**config.mk**
```make
export PLATFORM = sky130hd
export DESIGN_NAME = dbuf_out_port
export DESIGN_NICKNAME = d
export VERILOG_FILES = /design/src/rtl/dbp_pkg.sv /design/src/rtl/dbp_sync.sv /design/src/rtl/dbp_latch_pipe.sv /design/src/rtl/dbp_hs_ctrl.sv /design/src/rtl/dbuf_out_port.sv
export SDC_FILE = /design/constraint.sdc
export NUM_CORES = 1
export LEC_CHECK = 0
export BUFFER_PORTS_ARGS = -buffer_cell sky130_fd_sc_hd__buf_4
export CAP_MARGIN = 20
export CORE_MARGIN = 10
export CORE_UTILIZATION = 48
export CTS_CLUSTER_SIZE = 25
export DETAILED_ROUTE_END_ITERATION = 6
export PLACE_DENSITY = 0.81
export SLEW_MARGIN = 20
export SYNTH_ARGS = -nofsm -noshare
export SYNTH_HDL_FRONTEND = slang
export SYNTH_HIERARCHICAL = 1
export SYNTH_SLANG_ARGS = --single-unit
export TNS_END_PERCENT = 100
```
**constraint.sdc**
```tcl
create_clock -name clk -period 2.5 [get_ports clk]
set_input_delay 0.375 -clock clk [delete_from_list [all_inputs] [get_ports clk]]
set_output_delay 0.375 -clock clk [all_outputs]
set_load 0.01 [all_outputs]
```
**src/rtl/dbp_pkg.sv**
```systemverilog
package dbp_pkg;

    typedef enum logic [2:0] {
        HS_EDGE_IN   = 3'd0,
        HS_FIX_LO    = 3'd1,
        HS_FIX_HI    = 3'd2,
        HS_INTERLOCK = 3'd3,
        HS_PULSE     = 3'd4
    } hs_mode_e;

    typedef struct packed {
        logic il_full;
        logic fl_full;
    } occ_t;

    function automatic logic is_handshake(hs_mode_e m);
        return (m == HS_INTERLOCK) || (m == HS_PULSE);
    endfunction

    function automatic logic space_status(occ_t o, logic all_empty_sel);
        if (all_empty_sel)
            return !o.il_full && !o.fl_full;
        else
            return !(o.il_full && o.fl_full);
    endfunction

endpackage

```
**src/rtl/dbp_sync.sv**
```systemverilog
module dbp_sync #(
    parameter int STAGES = 2
) (
    input  logic clk,
    input  logic rst,
    input  logic async_in,
    output logic rise
);
    logic [STAGES:0] chain;

    always_ff @(posedge clk) begin
        if (rst) chain <= '0;
        else     chain <= {chain[STAGES-1:0], async_in};
    end

    assign rise = chain[STAGES-1] & ~chain[STAGES];
endmodule

```
**src/rtl/dbp_latch_pipe.sv**
```systemverilog
module dbp_latch_pipe
    import dbp_pkg::*;
#(
    parameter int WIDTH = 8
) (
    input  logic             clk,
    input  logic             rst,
    input  logic             wr_en,
    input  logic [WIDTH-1:0] wr_data,
    input  logic             consume,
    input  logic             clr_overrun,
    output logic [WIDTH-1:0] fl_data,
    output occ_t             occ,
    output logic             fl_load,
    output logic             overrun
);
    logic [WIDTH-1:0] il_data;
    logic             fl_free;

    assign fl_free = !occ.fl_full || consume;
    assign fl_load = fl_free && (occ.il_full || wr_en);

    always_ff @(posedge clk) begin
        if (rst) begin
            il_data <= '0;
            fl_data <= '0;
            occ     <= '0;
            overrun <= 1'b0;
        end else begin
            if (clr_overrun) overrun <= 1'b0;
            if (fl_free) begin
                if (occ.il_full) begin
                    fl_data     <= il_data;
                    occ.fl_full <= 1'b1;
                    if (wr_en) il_data     <= wr_data;
                    else       occ.il_full <= 1'b0;
                end else if (wr_en) begin
                    fl_data     <= wr_data;
                    occ.fl_full <= 1'b1;
                end else begin
                    occ.fl_full <= 1'b0;
                end
            end else if (wr_en) begin
                if (!occ.il_full) begin
                    il_data     <= wr_data;
                    occ.il_full <= 1'b1;
                end else begin
                    overrun <= 1'b1;
                end
            end
        end
    end


    ovr_drop_chk: assert property (@(posedge clk) disable iff (rst)
        (wr_en && occ.il_full && occ.fl_full && !consume) |=> (overrun && $stable(il_data)));


    fl_hold_chk: assert property (@(posedge clk) disable iff (rst)
        (occ.fl_full && !consume) |=> $stable(fl_data));
endmodule

```
**src/rtl/dbp_hs_ctrl.sv**
```systemverilog
module dbp_hs_ctrl
    import dbp_pkg::*;
#(
    parameter int HS_DELAY  = 2,
    parameter int PULSE_LEN = 4
) (
    input  logic     clk,
    input  logic     rst,
    input  hs_mode_e mode,
    input  logic     hs_enable,
    input  logic     ack_rise,
    input  logic     pin_rise,
    input  logic     clr_edge_flag,
    input  logic     fl_full,
    input  logic     fl_load,
    output logic     consume,
    output logic     hs_out,
    output logic     hs_oe,
    output logic     edge_flag
);
    localparam int DLY_W = $clog2(HS_DELAY + 1);
    localparam int PW    = $clog2(PULSE_LEN + 1);

    logic             hsk;
    logic             shown;
    logic [DLY_W-1:0] dly;
    logic [PW-1:0]    pcnt;

    assign hsk     = is_handshake(mode);
    assign consume = ack_rise && fl_full && (!hsk || shown);

    always_ff @(posedge clk) begin
        if (rst) begin
            shown <= 1'b0;
            dly   <= '0;
            pcnt  <= '0;
        end else if (fl_load || !hs_enable || !hsk) begin
            shown <= 1'b0;
            dly   <= DLY_W'(HS_DELAY - 1);
            pcnt  <= '0;
        end else if (consume) begin
            shown <= 1'b0;
            pcnt  <= '0;
        end else if (fl_full && !shown) begin
            if (dly == '0) begin
                shown <= 1'b1;
                pcnt  <= PW'(PULSE_LEN);
            end else begin
                dly <= dly - 1'b1;
            end
        end else if (shown && pcnt != '0) begin
            pcnt <= pcnt - 1'b1;
        end
    end

    always_ff @(posedge clk) begin
        if (rst || !hs_enable || mode != HS_EDGE_IN) edge_flag <= 1'b0;
        else if (pin_rise)                          edge_flag <= 1'b1;
        else if (clr_edge_flag)                     edge_flag <= 1'b0;
    end

    always_comb begin
        case (mode)
            HS_FIX_HI:    hs_out = 1'b1;
            HS_INTERLOCK: hs_out = hs_enable && shown && !ack_rise;
            HS_PULSE:     hs_out = hs_enable && shown && (pcnt != '0) && !ack_rise;
            default:      hs_out = 1'b0;
        endcase
    end

    assign hs_oe = (mode != HS_EDGE_IN);

    logic [PW:0] hi_run;
    always_ff @(posedge clk) begin
        if (rst || !(hs_out && mode == HS_PULSE)) hi_run <= '0;
        else if (hi_run <= (PW+1)'(PULSE_LEN))   hi_run <= hi_run + 1'b1;
    end


    interlock_hold_chk: assert property (@(posedge clk) disable iff (rst)
        (mode == HS_INTERLOCK && hs_enable && hs_out) |=>
            (hs_out || ack_rise || !hs_enable || mode != HS_INTERLOCK));


    pulse_len_chk: assert property (@(posedge clk) disable iff (rst)
        (mode == HS_PULSE) |-> (hi_run <= (PW+1)'(PULSE_LEN)));


    disabled_quiet_chk: assert property (@(posedge clk) disable iff (rst)
        (!hs_enable && hsk) |-> !hs_out);


    edge_mode_chk: assert property (@(posedge clk) disable iff (rst)
        (mode != HS_EDGE_IN) |=> !edge_flag);
endmodule

```
**src/rtl/dbuf_out_port.sv**
```systemverilog
module dbuf_out_port
    import dbp_pkg::*;
#(
    parameter int WIDTH       = 8,
    parameter int SYNC_STAGES = 2,
    parameter int HS_DELAY    = 2,
    parameter int PULSE_LEN   = 4
) (
    input  logic             clk,
    input  logic             rst,
    input  logic             wr_en,
    input  logic [WIDTH-1:0] wr_data,
    input  logic             clr_overrun,
    input  logic             clr_edge_flag,
    input  logic [2:0]       hs_mode,
    input  logic             space_sel,
    input  logic             hs_enable,
    input  logic [WIDTH-1:0] dir_mask,
    input  logic             ack_in,
    input  logic             hs_pin_in,
    output logic [WIDTH-1:0] port_data,
    output logic [WIDTH-1:0] port_oe,
    output logic             hs_out,
    output logic             hs_oe,
    output logic             space_flag,
    output logic             edge_flag,
    output logic             overrun_flag
);
    hs_mode_e mode;
    occ_t     occ;
    logic     ack_rise, pin_rise, consume, fl_load;

    assign mode = hs_mode_e'(hs_mode);

    dbp_sync #(.STAGES(SYNC_STAGES)) ack_sync_i (
        .clk(clk), .rst(rst), .async_in(ack_in), .rise(ack_rise));

    dbp_sync #(.STAGES(SYNC_STAGES)) pin_sync_i (
        .clk(clk), .rst(rst), .async_in(hs_pin_in), .rise(pin_rise));

    dbp_latch_pipe #(.WIDTH(WIDTH)) pipe_i (
        .clk(clk), .rst(rst), .wr_en(wr_en), .wr_data(wr_data),
        .consume(consume), .clr_overrun(clr_overrun),
        .fl_data(port_data), .occ(occ), .fl_load(fl_load),
        .overrun(overrun_flag));

    dbp_hs_ctrl #(.HS_DELAY(HS_DELAY), .PULSE_LEN(PULSE_LEN)) hs_i (
        .clk(clk), .rst(rst), .mode(mode), .hs_enable(hs_enable),
        .ack_rise(ack_rise), .pin_rise(pin_rise),
        .clr_edge_flag(clr_edge_flag), .fl_full(occ.fl_full),
        .fl_load(fl_load), .consume(consume), .hs_out(hs_out),
        .hs_oe(hs_oe), .edge_flag(edge_flag));

    assign space_flag = space_status(occ, space_sel);
    assign port_oe    = dir_mask;


    space_any_chk: assert property (@(posedge clk) disable iff (rst)
        (!space_sel && !space_flag) |-> (occ.il_full && occ.fl_full));
endmodule

```
==> run_results.csv, run 1 <==
group,metric,value,unit
run_status,status,"completed",
floorplan,coreArea,3340,µm²
floorplan,die_area,6170,µm²
grt,grt_pass1_wl,5.77,mm
grt,antenna_found_initial,0,
logic_synthesis,seq_area_frac_synth,38.9,%
layout,area_growth,16.6,%
critical_path,cp.arrival,1700,ps
floorplan,ioPinCount,49,
logic_synthesis,synth_cell_type_count,40,
critical_path,cp_top_family,"adder cells",
floorplan,die_w,78.6,µm
placement,placed_area,1860,µm²
layout,stdcell_area,1920,µm²
critical_path,crit_buf_inv,2,
placement,routabilityCongestion,0.760,
timing,fin_crit_sh,83.1,%
critical_path,critPathMostFrequentCell,"ha_1",
logic_synthesis,syn_nets,201,
layout,finalNetCount,228,
route,drc,0,
layout,layout_commonest_cell,"buf_4",
timing,rsz0062_at_grt,"no",
timing,final_hold_viol_count,0,
route,wl_per_cell,14.1,µm
clock_tree,cts_inserted_buffers,5,
clock_tree,path_clk_slew,100,ps
critical_path,crit_fanout,6,
clock_tree,cts_buffer_depth,2,
route,initialDrtViolationCount,84,
timing,drv_slew,0,
grt,grt_pass1_vias,1207,
min_path,min_path_type,"in2reg",
route,postRouteAntennaNets,0,
critical_path,worstSetupStartpoint,"hs_i/pcnt[0]",
timing,fin_skew,10.7,ps
logic_synthesis,ys_seq_elements,32,
grt,grt_max_degree,37,
pwr,p_leak,0.000761,µW
timing,timing.final.setup_violations,0,
layout,antenna_cells,0,
logic_synthesis,synthArstFlopShare,0,%
logic_synthesis,syn_avg_cell_area,9.69,µm²
job,maxCapViolCount,0,
logic_synthesis,yosysWarnings,6,
placement,place_hpwl,2.47,mm
timing,period_minus_slack,2080,ps
logic_synthesis,synth_edf_count,0,
clock_tree,cts_sinks,32,
min_path,hold_start,"ack_in",
pwr,ir_drop,0.417,mV
timing,relSlewSlack,52.4,%
clock_tree,htreeDepth,2,
clock_tree,cts-root-buf,"clkbuf_4",
timing,fmax,481,MHz
clock_tree,cts_setup_buffers,0,
logic_synthesis,synth_area,1650,µm²
clock_tree,cts_hold_buf,0,
layout,final_layout_size_suffix_gt1_share,28.3,%
critical_path,path_cells,"inv_1 > ha_1 > ha_1 > nor3_1 > a32o_1 > buf_4",
timing,worst_pin_slew,714,ps
critical_path,startpoint_type,"flop",
critical_path,crit_path_top_delay_cell,"dfxtp_1",
grt,track_usage,11.5,%
layout,final_util,57.5,%
route,wirelength,3.45,mm
floorplan,die_height,78.6,µm
critical_path,end_kind,"output port",
critical_path,reg2reg_from,"hs_i/shown",
layout,fill_cells,295,
clock_tree,cts_resized,0,
route,dr.pass1.iters,4,
logic_synthesis,synth_ff_type,"dfxtp_1",
route,vias,1250,
logic_synthesis,syn-instance-count,170,
clock_tree,cts_tree,"yes",
floorplan,num_rows,21,
timing,tns,0,ps
pwr,power.density,547,nW/µm²
critical_path,worst-setup-path-type,"reg2out",
critical_path,crit_path_max_incr_delay,390,ps
route,viasPerCell,5.12,
critical_path,required,2120,ps
grt,grt-ovfl-total,0,
floorplan,initial_core_util,49.3,%
layout,final_cell_mix,"buf_4, dfxtp_1, nand2b_1, mux2i_1, a21oi_1",
placement,port_buffers,32,
clock_tree,clk_latency,340,ps
==> layout make-up <==
cell class	instances	area, µm²	share of cell area, %
inverters	9	33.8	1.76
flip-flops and latches	32	641	33.4
clock inverters	2	10.0	0.522
well taps	46	57.6	3.00
repair buffers	34	255	13.3
multi-input cells	115	871	45.4
clock buffers	6	51.3	2.67
==> cell usage after synthesis (all sizes together), types with 2 or more instances <==
cell	number	area (µm²)
a21oi	13	65.1
a32oi	2	17.5
and3b	2	17.5
dfxtp	32	641
nand2b	19	119
nor2	5	21.3
buf	13	97.6
nor3b	2	25.0
a211oi	9	72.6
nand2	5	21.3
nor2b	13	93.8
nor3	4	20.0
nor4b	3	38.8
xnor2	2	17.5
inv	9	33.8
ha	3	37.5
mux2i	16	160
o21ai	5	36.3
==> power by group <==
part / internal (µW) / leakage (µW) / switching (µW) / total [µW]
combinational: 92.4 / 0.000461 / 86.0 / 178
sequential: 538 / 0.000262 / 21.6 / 560
clock: 134 / 0.0000380 / 178 / 311
==> worst paths after layout <==
check	endpoint	slack, ps	depth (start not counted)
setup / recovery	hs_out	420	6
hold / removal	ack_sync_i/chain[0]	250	2
setup reg to reg	hs_i/pcnt[2]	550	8
hold reg to reg	pin_sync_i/chain[1]	450	1
==> per-layer routing <==
| layer | vias up | routed length [µm] | GRT usage, % | part of all wire [%] |
|---|---|---|---|---|
| met2 | 27 | 1700 | 18.6 | 49 |
| met3 | 8 | 210 | 5.35 | 6.1 |
| met5 | - | 0 | 0 | 0 |
| met4 | 0 | 58 | 4.84 | 1.7 |
| li1 | 641 | - | - | - |
| met1 | 574 | 1480 | 12.9 | 43 |
==> sequential cells by signal (all words and copies together), names as in the netlist <==
name	cells
pipe_i/fl_data	8
pipe_i/il_data	8
ack_sync_i/chain	3
hs_i/pcnt	3
pin_sync_i/chain	3
hs_i/dly	2
pipe_i/occ	2
hs_i/edge_flag	1
hs_i/shown	1
pipe_i/overrun	1
==> cell families (layout without fill, tap and decap cells) <==
group                    Yosys count  after routing  synth area share, %
AO/OA/AOI/OAI                     37             37                 16.3
XOR/XNOR                           2              2                 1.06
adder cells (fa/ha/maj)            3              3                 2.28
buffers and inverters             23             51                 8.21
flip-flops                        32             32                 38.9
multiplexers                      16             16                 9.73
AND/OR/NAND/NOR                   57             57                 23.5
==> stage by stage <==
stage	instances	power (µW)	worst slack [ps]	hold WS, ps
after floorplan	170	688	604	414
final	244	1050	422	252
after global routing	244	1100	319	242
after global placement	236	748	581	419
after detailed placement	236	750	517	430
after CTS	244	1060	394	243
==> worst reg2reg max path, cell delays in order (launching register included) <==
cell,delay (ps)
dfxtp_1,440
nor4b_2,340
a311oi_2,70
buf_4,170
nor2b_4,190
nor2_2,70
nor2b_1,180
o211ai_2,180
nor4b_2,240
No activity file was read; power rests on OpenSTA's default activity.
==> inputs of run 2 (changes only) <==
--- a/config.mk
+++ b/config.mk
@@ -8,7 +8,7 @@
 export BUFFER_PORTS_ARGS = -buffer_cell sky130_fd_sc_hd__buf_4
 export CAP_MARGIN = 20
 export CORE_MARGIN = 10
-export CORE_UTILIZATION = 48
+export CORE_UTILIZATION = 46
 export CTS_CLUSTER_SIZE = 25
 export DETAILED_ROUTE_END_ITERATION = 6
 export PLACE_DENSITY = 0.81
==> constraint.sdc (replaced) <==
create_clock -name clk -period 1.8 [get_ports clk]
set_input_delay 0.27 -clock clk [delete_from_list [all_inputs] [get_ports clk]]
set_output_delay 0.27 -clock clk [all_outputs]
set_load 0.01 [all_outputs]
==> run 2 against run 1 <==
  * Clock-buffer cell count decreased by 1
  * Global-route usage is 0.71 points lower
  * Die area increased by 3.2%
  * Critical path type unchanged
  * Sequential cell count did not move
==> run_results.csv, run 2 (same netlist as run 1, synthesis figures left out) <==
group,metric,value,unit
route,wl_per_cell,13.6,µm
layout,finalNetCount,238,
critical_path,startpoint_type,"flop",
floorplan,die_height,79.8,µm
clock_tree,cts_inserted_buffers,5,
placement,place_hpwl,2.52,mm
floorplan,die_area,6370,µm²
pwr,seqPwrFrac,53.6,%
floorplan,num_rows,21,
timing,fmax,576,MHz
pwr,p_leak,0.000815,µW
clock_tree,clk_latency,340,ps
clock_tree,htreeDepth,2,
placement,dp.cells,243,
grt,grt_pass1_vias,1244,
placement,port_buffers,32,
clock_tree,cts-root-buf,"clkbuf_4",
floorplan,ioPinCount,49,
critical_path,required,1530,ps
route,drc,0,
layout,layout_commonest_cell,"buf_4",
grt,track_usage,10.8,%
layout,fill_cells,311,
grt,grt_max_degree,37,
pwr,ir_drop,0.573,mV
grt,grt-ovfl-total,0,
clock_tree,cts_buffer_depth,2,
floorplan,initial_core_util,48.6,%
critical_path,end_kind,"output port",
floorplan,coreArea,3390,µm²
layout,area_growth,24.5,%
route,routed.top_layer,"met4",
timing,final_hold_viol_count,0,
layout,reg_top3,"pipe_i/fl_data x8, pipe_i/il_data x8",
grt,antenna_found_initial,0,
timing,fin_crit_sh,96.5,%
grt,grt_pass1_wl,5.57,mm
layout,final_layout_size_suffix_gt1_share,35.7,%
pwr,power.density,702,nW/µm²
min_path,min_path_type,"in2reg",
timing,whs,138,ps
pwr,p_int,1040,µW
route,wl_met1,1.57,mm
timing,timing.final.setup_violations,0,
critical_path,crit_fanout,4,
pwr,clockPowerShare,26.9,%
floorplan,die_w,79.8,µm
timing,rsz0062_at_grt,"yes",
placement,place_ws,5.77,ps
clock_tree,cts_tree,"yes",
timing,drv_slew,0,
timing,period_minus_slack,1740,ps
layout,final_cell_mix,"buf_4, dfxtp_1, nand2b_1, mux2i_1, a21oi_1",
clock_tree,cts_sinks,32,
route,initialDrtViolationCount,37,
route,met3_length,168,µm
pwr,p_sw,401,µW
timing,relSlewSlack,66.4,%
layout,layout.cells.non_filler,253,
pwr,p_total,1440,µW
run_status,status,"completed",
pwr,p_comb_share,19.5,%
placement,routabilityCongestion,0.770,
layout,antenna_cells,0,
route,postRouteAntennaNets,0,
timing,postLayoutSetupSlackWorst,63.3,ps
route,wl_met2,1.67,mm
route,wirelength,3.44,mm
pwr,switching_share,27.9,%
job,maxCapViolCount,0,
critical_path,cp.arrival,1470,ps
route,viasPerCell,4.96,
timing,worst_pin_slew,503,ps
clock_tree,path_clk_slew,90,ps
timing,fin_skew,7.06,ps
route,dr.pass1.iters,4,
layout,final_util,60.5,%
critical_path,worst-setup-path-type,"reg2out",
route,vias,1255,
[run 2: cell types whose count changed in the layout (fill, tap and decap cells not counted), moves of 2 or more]
cell / previous run / this run
inv_2: 0 / 2
nor3_1: 4 / 2
buf_4: 34 / 43
dfxtp_1: 32 / 30
ha_1: 3 / 1
dfxtp_2: 0 / 2
nor3_2: 0 / 2
inv_1: 9 / 7
[run 2: final timing paths]
path                  startpoint  slack, ps                  end  depth (start not counted)
max reg2reg           hs_i/shown         90         hs_i/pcnt[2]                          7
min                    hs_pin_in        140  pin_sync_i/chain[0]                          2
min reg2reg  ack_sync_i/chain[0]        450  ack_sync_i/chain[1]                          1
max                 hs_i/pcnt[1]         60               hs_out                          6
[run 2: layer usage]
layer  GRT usage, %  up-vias
li1               -      662
met1           12.6      566
met2           17.1       23
met3           4.62        4
met4           4.40        0
met5              0        -
[run 2: metrics by stage]
| stage | cell area [µm²] | setup TNS [ps] |
|---|---|---|
| floorplan | 1660 | 0 |
| global placement | 1930 | 0 |
| detailed placement | 1930 | 0 |
| CTS | 2000 | 0 |
| global route | 2050 | -21.5 |
| finish | 2050 | 0 |
[run 2: critical path, cell delays in order (launching register included)]
cell	delay [ps]
dfxtp_2	350
inv_2	30
ha_2	190
ha_4	170
nor3_2	110
a32o_1	170
buf_4	120
[run 2: what timing repair did]
item	CTS	global route
setup buffers	1	2
gates resized for setup	5	6
pin swaps	0	6
setup endpoints to repair	1	17
hold buffers	0	0
[run 2: cell type report]
class | count | area, µm² | area share [%]
clock inverters | 2 | 12.5 | 0.610
flip-flops and latches | 32 | 643 | 31.4
clock buffers | 5 | 37.5 | 1.83
well taps | 46 | 57.6 | 2.81
inverters | 9 | 33.8 | 1.65
repair buffers | 44 | 343 | 16.7
multi-input cells | 115 | 923 | 45.0
[run 2: power by group through the flow]
stage                     logic, µW  registers (µW)  clock network, µW
after floorplan                 167             792                  0
final                           281             772                386
after CTS                       272             772                397
after detailed placement        269             789                  0
after global routing            307             778                436
after global placement          266             788                  0
